$ cat config.mk
export PLATFORM = sky130hd
export DESIGN_NAME = sivec_ctrl
export DESIGN_NICKNAME = d
export VERILOG_FILES = /design/src/rtl/sivec_pkg.sv /design/src/rtl/sivec_chan.sv /design/src/rtl/sivec_merge.sv /design/src/rtl/sivec_irq.sv /design/src/rtl/sivec_ctrl.sv
export SDC_FILE = /design/constraint.sdc
export NUM_CORES = 1
export LEC_CHECK = 0
export CAP_MARGIN = 40
export CORE_MARGIN = 2
export CORE_UTILIZATION = 30
export DETAILED_ROUTE_END_ITERATION = 6
export GPL_ROUTABILITY_DRIVEN = 0
export HOLD_SLACK_MARGIN = 0.1
export SYNTH_ARGS = -nofsm -noshare
export SYNTH_HDL_FRONTEND = slang
export SYNTH_SLANG_ARGS = --single-unit
$ cat constraint.sdc
create_clock -name clk -period 3.1 [get_ports clk]
set_input_delay 0.775 -clock clk [delete_from_list [all_inputs] [get_ports clk]]
set_output_delay 0.775 -clock clk [all_outputs]
set_load 0.005 [all_outputs]
$ cat src/rtl/sivec_pkg.sv
// Package: shared constants, types and the vector code function.
// Assumes channel index 0 is channel A and index 1 is channel B.
package sivec_pkg;
    localparam int NCH    = 2;
    localparam int VEC_W  = 8;
    localparam int BITS_PER_CH = 3;
    localparam int PEND_W = NCH * BITS_PER_CH;

    typedef enum logic [1:0] {
        VK_NONE = 2'd0,
        VK_RX   = 2'd1,
        VK_TX   = 2'd2
    } vkind_t;

    typedef struct packed {
        logic   load;
        vkind_t kind;
        logic   rx_bit_set;
        logic   rx_bit_clr;
        logic   tx_bit_set;
        logic   tx_bit_clr;
    } chan_upd_t;

    // Vector code for a channel, a cause and the placement select.
    function automatic logic [VEC_W-1:0] vec_code(input int ch, input vkind_t kind, input logic hi);
        logic [VEC_W-1:0] v;
        case (kind)
            VK_RX:   v = (ch == 0) ? (hi ? 8'h30 : 8'h0C) : (hi ? 8'h20 : 8'h04);
            VK_TX:   v = (ch == 0) ? (hi ? 8'h10 : 8'h08) : 8'h00;
            default: v = hi ? 8'h60 : 8'h06;
        endcase
        return v;
    endfunction

    // Pending register bit of a channel's transmit source; receive is one above.
    function automatic int tx_bit_pos(input int ch);
        return (NCH - 1 - ch) * BITS_PER_CH + 1;
    endfunction
endpackage

$ cat src/rtl/sivec_chan.sv
// Module: per-channel receive/transmit interrupt state.
// Resolves the channel's strobes in the fixed priority order:
// receive-clear, transmit-clear, receive-set, transmit-set, reset-under-service.
// It reports the pending-bit and vector updates it wants as one update record.
// Assumes strobes last one cycle; a strobe that loses arbitration is dropped.
module sivec_chan
    import sivec_pkg::*;
(
    input  logic      clk,
    input  logic      rst_n,
    input  logic      rx_set_i,
    input  logic      tx_set_i,
    input  logic      rx_clr_i,
    input  logic      tx_clr_i,
    input  logic      ius_rst_i,
    input  logic      tx_ie_i,
    output logic      rx_pend_o,
    output logic      tx_pend_o,
    output chan_upd_t upd_o
);
    logic rx_pend_q, rx_svc_q, tx_pend_q, tx_svc_q;
    logic rx_pend_d, rx_svc_d, tx_pend_d, tx_svc_d;

    // Next-state and update decode for the winning strobe.
    always_comb begin
        rx_pend_d = rx_pend_q;
        rx_svc_d  = rx_svc_q;
        tx_pend_d = tx_pend_q;
        tx_svc_d  = tx_svc_q;
        upd_o     = '0;
        upd_o.kind = VK_NONE;
        if (rx_clr_i) begin
            rx_pend_d        = 1'b0;
            rx_svc_d         = 1'b0;
            upd_o.rx_bit_clr = 1'b1;
            upd_o.load       = 1'b1;
            if (tx_pend_q) begin
                tx_svc_d         = 1'b1;
                upd_o.tx_bit_set = tx_ie_i;
                upd_o.kind       = VK_TX;
            end
        end else if (tx_clr_i) begin
            tx_pend_d        = 1'b0;
            tx_svc_d         = 1'b0;
            upd_o.tx_bit_clr = 1'b1;
            upd_o.load       = 1'b1;
            if (rx_pend_q) begin
                rx_svc_d         = 1'b1;
                upd_o.rx_bit_set = 1'b1;
                upd_o.kind       = VK_RX;
            end
        end else if (rx_set_i) begin
            rx_pend_d        = 1'b1;
            rx_svc_d         = 1'b1;
            upd_o.rx_bit_set = 1'b1;
            upd_o.load       = 1'b1;
            upd_o.kind       = VK_RX;
        end else if (tx_set_i) begin
            tx_pend_d = 1'b1;
            if (!rx_svc_q) begin
                tx_svc_d         = 1'b1;
                upd_o.tx_bit_set = tx_ie_i;
                upd_o.load       = 1'b1;
                upd_o.kind       = VK_TX;
            end
        end else if (ius_rst_i) begin
            if (rx_svc_q) begin
                rx_svc_d = 1'b0;
                if (tx_pend_q) begin
                    tx_svc_d         = 1'b1;
                    upd_o.tx_bit_set = tx_ie_i;
                    upd_o.load       = 1'b1;
                    upd_o.kind       = VK_TX;
                end
            end else if (tx_svc_q) begin
                tx_svc_d = 1'b0;
            end
        end
    end

    // Flag registers.
    always_ff @(posedge clk) begin
        if (!rst_n) begin
            rx_pend_q <= 1'b0;
            rx_svc_q  <= 1'b0;
            tx_pend_q <= 1'b0;
            tx_svc_q  <= 1'b0;
        end else begin
            rx_pend_q <= rx_pend_d;
            rx_svc_q  <= rx_svc_d;
            tx_pend_q <= tx_pend_d;
            tx_svc_q  <= tx_svc_d;
        end
    end

    assign rx_pend_o = rx_pend_q;
    assign tx_pend_o = tx_pend_q;
endmodule

$ cat src/rtl/sivec_merge.sv
// Module: shared pending register and vector register.
// Applies every channel's pending-bit updates.
// Loads the vector from the lowest-index loading channel, so channel A wins.
// Assumes set and clear of the same bit never come from one channel together.
module sivec_merge
    import sivec_pkg::*;
(
    input  logic                  clk,
    input  logic                  rst_n,
    input  logic                  stat_hi_i,
    input  chan_upd_t [NCH-1:0]   upd_i,
    output logic [PEND_W-1:0]     pend_o,
    output logic [VEC_W-1:0]      vec_o
);
    logic [PEND_W-1:0] pend_q, pend_d;
    logic [VEC_W-1:0]  vec_q, vec_d;

    // Merge per-channel requests into next pending and vector values.
    always_comb begin
        pend_d = pend_q;
        vec_d  = vec_q;
        for (int ch = NCH - 1; ch >= 0; ch--) begin
            if (upd_i[ch].tx_bit_set) pend_d[tx_bit_pos(ch)]     = 1'b1;
            if (upd_i[ch].tx_bit_clr) pend_d[tx_bit_pos(ch)]     = 1'b0;
            if (upd_i[ch].rx_bit_set) pend_d[tx_bit_pos(ch) + 1] = 1'b1;
            if (upd_i[ch].rx_bit_clr) pend_d[tx_bit_pos(ch) + 1] = 1'b0;
            if (upd_i[ch].load) vec_d = vec_code(ch, upd_i[ch].kind, stat_hi_i);
        end
    end

    // Shared registers.
    always_ff @(posedge clk) begin
        if (!rst_n) begin
            pend_q <= '0;
            vec_q  <= '0;
        end else begin
            pend_q <= pend_d;
            vec_q  <= vec_d;
        end
    end

    assign pend_o = pend_q;
    assign vec_o  = vec_q;
endmodule

$ cat src/rtl/sivec_irq.sv
// Module: qualifies each channel's request and ORs the requests into one line.
// Purely combinational; assumes the flags come from registers.
module sivec_irq
    import sivec_pkg::*;
(
    input  logic [NCH-1:0]   rx_pend_i,
    input  logic [NCH-1:0]   tx_pend_i,
    input  logic [NCH-1:0]   tx_ie_i,
    input  logic [2*NCH-1:0] rx_mode_i,
    input  logic [NCH-1:0]   brk_ie_i,
    input  logic [NCH-1:0]   brk_stat_i,
    output logic             irq_o
);
    logic [NCH-1:0] req;

    for (genvar ch = 0; ch < NCH; ch++) begin : g_req
        logic [1:0] mode;
        logic       rx_on;
        assign mode  = rx_mode_i[2*ch +: 2];
        // Receive counts only in the two interrupting receive modes.
        assign rx_on = (mode == 2'b01) || (mode == 2'b10);
        assign req[ch] = (tx_ie_i[ch] & tx_pend_i[ch]) |
                         (rx_on & rx_pend_i[ch]) |
                         (brk_ie_i[ch] & brk_stat_i[ch]);
    end

    assign irq_o = |req;
endmodule

$ cat src/rtl/sivec_ctrl.sv
// Module: top of the dual-channel interrupt vectoring block.
// Instantiates one state machine per channel, the shared register merge,
// and the request qualifier.
// Assumes event strobes are single-cycle pulses from the register-file logic.
module sivec_ctrl
    import sivec_pkg::*;
(
    input  logic                  clk,
    input  logic                  rst_n,
    input  logic [NCH-1:0]        rx_set_i,
    input  logic [NCH-1:0]        tx_set_i,
    input  logic [NCH-1:0]        rx_clr_i,
    input  logic [NCH-1:0]        tx_clr_i,
    input  logic [NCH-1:0]        ius_rst_i,
    input  logic [NCH-1:0]        tx_ie_i,
    input  logic [2*NCH-1:0]      rx_mode_i,
    input  logic [NCH-1:0]        brk_ie_i,
    input  logic [NCH-1:0]        brk_stat_i,
    input  logic                  stat_hi_i,
    output logic [PEND_W-1:0]     pend_o,
    output logic [VEC_W-1:0]      vec_o,
    output logic                  irq_o
);
    chan_upd_t [NCH-1:0] upd;
    logic [NCH-1:0]      rx_pend, tx_pend;

    for (genvar ch = 0; ch < NCH; ch++) begin : g_chan
        sivec_chan chan_i (
            .clk       (clk),
            .rst_n     (rst_n),
            .rx_set_i  (rx_set_i[ch]),
            .tx_set_i  (tx_set_i[ch]),
            .rx_clr_i  (rx_clr_i[ch]),
            .tx_clr_i  (tx_clr_i[ch]),
            .ius_rst_i (ius_rst_i[ch]),
            .tx_ie_i   (tx_ie_i[ch]),
            .rx_pend_o (rx_pend[ch]),
            .tx_pend_o (tx_pend[ch]),
            .upd_o     (upd[ch])
        );
    end

    sivec_merge merge_i (
        .clk       (clk),
        .rst_n     (rst_n),
        .stat_hi_i (stat_hi_i),
        .upd_i     (upd),
        .pend_o    (pend_o),
        .vec_o     (vec_o)
    );

    sivec_irq irq_i (
        .rx_pend_i  (rx_pend),
        .tx_pend_i  (tx_pend),
        .tx_ie_i    (tx_ie_i),
        .rx_mode_i  (rx_mode_i),
        .brk_ie_i   (brk_ie_i),
        .brk_stat_i (brk_stat_i),
        .irq_o      (irq_o)
    );
endmodule

Word level (Yosys, flattened, before mapping):

Cells that the tools add are included.

* divide/modulo/power cells: 0
* reductions and logical operators: 20
* multiplexer cells: 70
* eq/ne operators: 14
* add/sub/neg operators: 0
* multiply operators: 0
* shift operators: 0
* bitwise gates (word level): 15
* $lt $le $gt $ge: 0

Operators by type and width (number)
* two-way mux 1 bit: 42
* two-way mux 3 bit: 14
* one-hot mux 8 bit (2 select lines): 2
* two-way mux 8 bit: 2
* OR reduction 2 bit: 7
* two-way mux 6 bit: 2
* AND reduction 3 bit: 4
* == test 2 x 1 -> 1 bit (second input constant): 4
* == test 2 bit (second input constant): 4
* two-way mux 2 bit: 4
* two-way mux 4 bit: 2
* inequality test 2 x 1 -> 1 bit (second input constant): 4
* two-way mux 7 bit: 1
* AND 1 bit: 6
* inequality test 3 x 2 -> 1 bit (second input constant): 2
* nonzero test 2 bit: 3
* nonzero test 3 bit: 2
* two-way mux 5 bit: 1
* NOT 1 bit: 5
* OR 1 bit: 4
* AND reduction 2 bit: 2
* logical OR 1 bit: 2

* word-level logic and storage cells: 130
* register bits after elaboration: 18
* memory bits (writable): 0
* latch bits: 0
* memories kept: 0
* memory bits (read-only): 0

Logic depth before layout (Yosys ltp):

* depth after elaboration: 11
* mapped depth: 9
* mapped depth without buffers: 9

Hierarchy:

Synthesis repeated with hierarchy kept, for this count alone.

* cells, all modules: 113
* area total of the unflattened synthesis: 928.4 um2

Modules (own cells, without submodules)
* sivec_merge: cells each 53, area each 470.5 um2, times used 1
* sivec_chan: cells each 27, area each 206.4 um2, times used 2
* sivec_irq: cells each 6, area each 45.0 um2, times used 1

Worst setup path before layout:

No wires, ideal clock.

* kind: in2reg
* from: input tx_clr_i[0]
* to: register merge_i.vec_q[4] (netlist: merge_i.vec_o[4])
* setup slack: 0.980 ns
* required time: 2.985 ns
* data arrival time: 2.005 ns
* stages on the path: 9
* path through: nor3_4 > a21boi_0 > or2_2 > inv_1 > ha_1 > nor2_1 > nor2_1 > and3_1 > o21a_1

* cells in the longest elaborated chain, start to end: 5
* elaborated cells on any way between the ends: 7
* those cells by class: eq/ne (2); mux (4); reduce/logical (1)

RTL lines
* start, declared: RTL line sivec_ctrl.sv:13 `input logic [NCH-1:0] tx_clr_i,`
* two-way mux 4 bit *: RTL line sivec_chan.sv:42 `end else if (tx_clr_i) begin`
* two-way mux 3 bit *: RTL line sivec_chan.sv:32 `if (rx_clr_i) begin`
* == test 2 bit / == test 2 x 1 -> 1 bit (equally long branches): RTL line sivec_pkg.sv:27 `case (kind)`
* one-hot mux 8 bit (2 select lines): RTL line sivec_pkg.sv:27
* two-way mux 8 bit: RTL line sivec_merge.sv:27 `if (upd_i[ch].load) vec_d = vec_code(ch, upd_i[ch].kind, stat_hi_i);`
* end signal, assigned: RTL line sivec_merge.sv:38 `vec_q <= vec_d;`
* end, declared: RTL line sivec_merge.sv:16 `logic [VEC_W-1:0] vec_q, vec_d;`

Mark *: on every way between the ends. The rest lies on a longest branch, timed or not.
A chain may end at the register's enable or synchronous reset.

Worst setup path in the final report:

* from: input tx_ie_i[1]
* to: output irq_o

* cells in the longest elaborated chain, start to end: 4

RTL lines
* start, declared: RTL line sivec_ctrl.sv:15 `input logic [NCH-1:0] tx_ie_i,`
* AND 1 bit: RTL line sivec_irq.sv:22 `assign req[ch] = (tx_ie_i[ch] & tx_pend_i[ch]) |`
* OR 1 bit: RTL line sivec_irq.sv:22
* OR 1 bit: RTL line sivec_irq.sv:23 `(rx_on & rx_pend_i[ch]) |`
* OR reduction 2 bit: RTL line sivec_irq.sv:27 `assign irq_o = |req;`
* end, declared: RTL line sivec_ctrl.sv:22 `output logic irq_o`

Every way passes these cells.

==> impl_metrics.py <==
metrics = {
    "status": {
        "status": "complete, no violations",
    },
    "clock_network": {
        "clockBufferDepth": 2,
        "cts_resized": 0,
        "cts.htree.levels": 1,
        "post_cts_buffers": 0,
        "cts_root_buffer": "clkbuf_4",
        "ctsHoldBuffers": 0,
        "cts_buffers": 3,
        "cts_sinks": 16,
        "clk_pin_slew_ns": 0.10,
        "cts_tree": "yes",
        "clk_latency_ns": 0.29,
    },
    "worst_setup_path": {
        "cp.arrival_ns": 2.23,
        "critPathCaptureType": "primary output",
        "worstPathRequired_ns": 2.32,
        "cp-start-kind": "primary input",
        "ff2ff_path_depth": 7,
        "r2r_setup_slack_ns": 1.24,
        "r2r-start": "g_chan[0].chan_i.rx_svc_q",
        "crit_fanout": 2,
        "crit_type": "in -> out",
        "r2r_end": "merge_i.vec_o[5]",
    },
    "timing": {
        "period_needed_ns": 3.00,
        "fin_skew_ns": 0.00945,
        "finalCritPeriodShare_pct": 96.9,
        "final_max_slew_viol_count": 0,
        "rsz0062_at_grt": "no",
        "worst_slack_ns": 0.0965,
        "final-setup-viol-count": 0,
        "finalHoldViolCount": 0,
        "timing.setup.tns_ns": 0,
        "fmax_mhz": 333,
    },
    "routing": {
        "vias_per_cell": 4.72,
        "drc": 0,
        "first_pass_iters": 4,
        "wl_per_cell_um": 11.1,
        "routed_wl_um": 1970,
        "initialDrtViolationCount": 12,
        "vias": 836,
        "ant_nets": 0,
    },
    "finish": {
        "n_fill_cell": 299,
        "seqCellArea_um2": 320,
        "drive_gt1_share_pct": 6.16,
        "nets": 173,
        "syn_to_final_growth_pct": 42.1,
        "diodes": 0,
        "multi_input_area_um2": 536,
    },
    "synth": {
        "seq_area_frac_synth_pct": 35.3,
        "yosysTopAreaCellShare_pct": 35.3,
        "synth_ff_type": "dfxtp_1",
        "syn_area_um2": 908,
        "synth_area_per_cell_um2": 8.18,
        "syn_inst": 111,
        "synth_seq_cells": 16,
        "yosys-top-cells-count": "nor2_1 (19), dfxtp_1 (16), inv_1 (8)",
        "synth_top_area_cell": "dfxtp_1",
        "synth_edf_count": 0,
        "postSynth.asyncResetShare_pct": 0,
        "synth_most_common_cell": "nor2_1",
        "synth.area.top_cells": "dfxtp_1 (35%), nor2_1 (7.9%), ha_1 (4.1%)",
        "yosys_warnings": 0,
        "yosysUniqueCellTypes": 36,
    },
    "worst_hold_path": {
        "min_to": "merge_i.pend_o[4]",
        "hold_path.class": "reg -> reg",
        "hp-start": "merge_i.pend_o[4]",
        "whs_path_depth": 2,
    },
    "die": {
        "chipWidth_um": 59.0,
        "coreArea_um2": 2810,
        "ios": 38,
        "rows": 19,
        "die_area_um2": 3480,
        "die_y_um": 59.0,
        "start_util_pct": 32.4,
    },
    "global_route": {
        "track_usage_pct": 12.8,
        "grt_pass1_vias": 835,
        "grt_max_degree": 13,
        "grt_overflow": 0,
        "grt_pass1_wl_um": 3490,
        "antenna_found_initial": 0,
    },
    "power": {
        "power.density_nw_per_um2": 355,
        "ir_worst_vdd_mv": 0.208,
        "p_leak_nw": 0.530,
    },
    "placed_design": {
        "post-place-ws_ns": 0.0905,
        "io_buffers": 33,
        "hpwl_um": 1620,
    },
    "flow_run": {
        "max_cap_viol_count": 0,
    },
}
[cell type report]
type	count	area share, %
multi-input cells	85	41.5
repair buffers	33	25.6
flip-flops and latches	16	24.8
well taps	31	3.00
clock buffers	4	2.81
inverters	8	2.33
[power breakdown]
part | leakage [nW] | switching, mW | internal, mW | total (mW)
clock | 0.0210 | 0.0689 | 0.0715 | 0.140
sequential | 0.131 | 0.00510 | 0.214 | 0.219
combinational | 0.379 | 0.0404 | 0.0585 | 0.0989
total | 0.530 | 0.114 | 0.344 | 0.458
[stage by stage]
step / instance area (um^2) / utilization (%) / cells / power [mW] / hold slack, ns
final: 1290 / 46.0 / 177 / 0.458 / 0.454
after global routing: 1290 / 46.0 / 177 / 0.486 / 0.487
after CTS: 1290 / 46.0 / 177 / 0.466 / 0.459
after detailed placement: 1250 / 44.7 / 173 / 0.324 / 0.443
after global placement: 1250 / 44.7 / 173 / 0.322 / 0.442
after floorplan: 920 / - / 114 / 0.270 / 0.442
[sequential cells by signal, summed over array words and instances, names as in the netlist]
signal                   count
g_chan.chan_i.rx_svc_q       2
merge_i.vec_o                6
merge_i.pend_o               4
g_chan.chan_i.tx_pend_o      2
g_chan.chan_i.rx_pend_o      2
[worst max-delay path, cell delays in order]
cell	delay, ns
clkdlybuf4s50_1	0.42
a22oi_1	0.25
nand2_1	0.08
a221o_1	0.26
clkdlybuf4s50_1	0.44
[worst max path at each step]
stage / startpoint / to / slack (ns) / cells after the start
detailed placement: tx_ie_i[1] / irq_o / 0.09 / 5
global route: tx_ie_i[1] / irq_o / 0.02 / 5
finish: tx_ie_i[1] / irq_o / 0.1 / 5
global placement: tx_ie_i[0] / irq_o / 0.10 / 5
floorplan: tx_clr_i[0] / merge_i.vec_o[4] / 0.98 / 9
CTS: tx_ie_i[1] / irq_o / 0.09 / 5
[cell families (layout without fill, tap and decap cells)]
kind of cell	Yosys count	count (layout)	synth area share [%]
and+or+nand+nor	51	51	32.2
other	1	4	0.413
buffers and inverters	13	45	7.02
adders and majority gates	3	3	4.13
muxes	2	2	2.75
xor gates and xnor gates	2	2	1.93
AOI/OAI and AO/OA	23	23	16.3
DFF	16	16	35.3
[routing by layer]
layer  global-route usage (%)  routed length (um)  up-vias
met4                     3.25                   0        0
met5                        0                   0        -
li1                         -                   -      445
met2                     21.3                 981       23
met1                     16.2                 885      368
met3                     3.71                 100        0
[cell usage in the layout, fill, tap and decap left out, drive strengths merged]
| cell type | synthesis | routed |
|---|---|---|
| mux2 | 1 | 1 |
| nor2b | 3 | 3 |
| xor2 | 2 | 2 |
| nor2 | 19 | 19 |
| conb | 1 | 4 |
| and3b | 1 | 1 |
| nor3 | 6 | 6 |
| nor4b | 2 | 2 |
| nand3 | 2 | 2 |
| dfxtp | 16 | 16 |
| ha | 3 | 3 |
| and3 | 1 | 1 |
| a21boi | 2 | 2 |
| o21ai | 5 | 5 |
| nand2b | 5 | 5 |
| mux2i | 1 | 1 |
| inv | 8 | 8 |
| and2 | 2 | 2 |
| a21o | 2 | 2 |
| a21oi | 4 | 4 |
| nand2 | 5 | 5 |
| clkbuf | 1 | 4 |
| and2b | 1 | 1 |
| clkdlybuf4s50 | 0 | 33 |
| nand4b | 2 | 2 |
| o21a | 2 | 2 |
| a221o | 1 | 1 |
| or2 | 2 | 2 |
| o22ai | 4 | 4 |
| a22oi | 2 | 2 |
| o211ai | 1 | 1 |
Power figures use the tool's default switching activity.
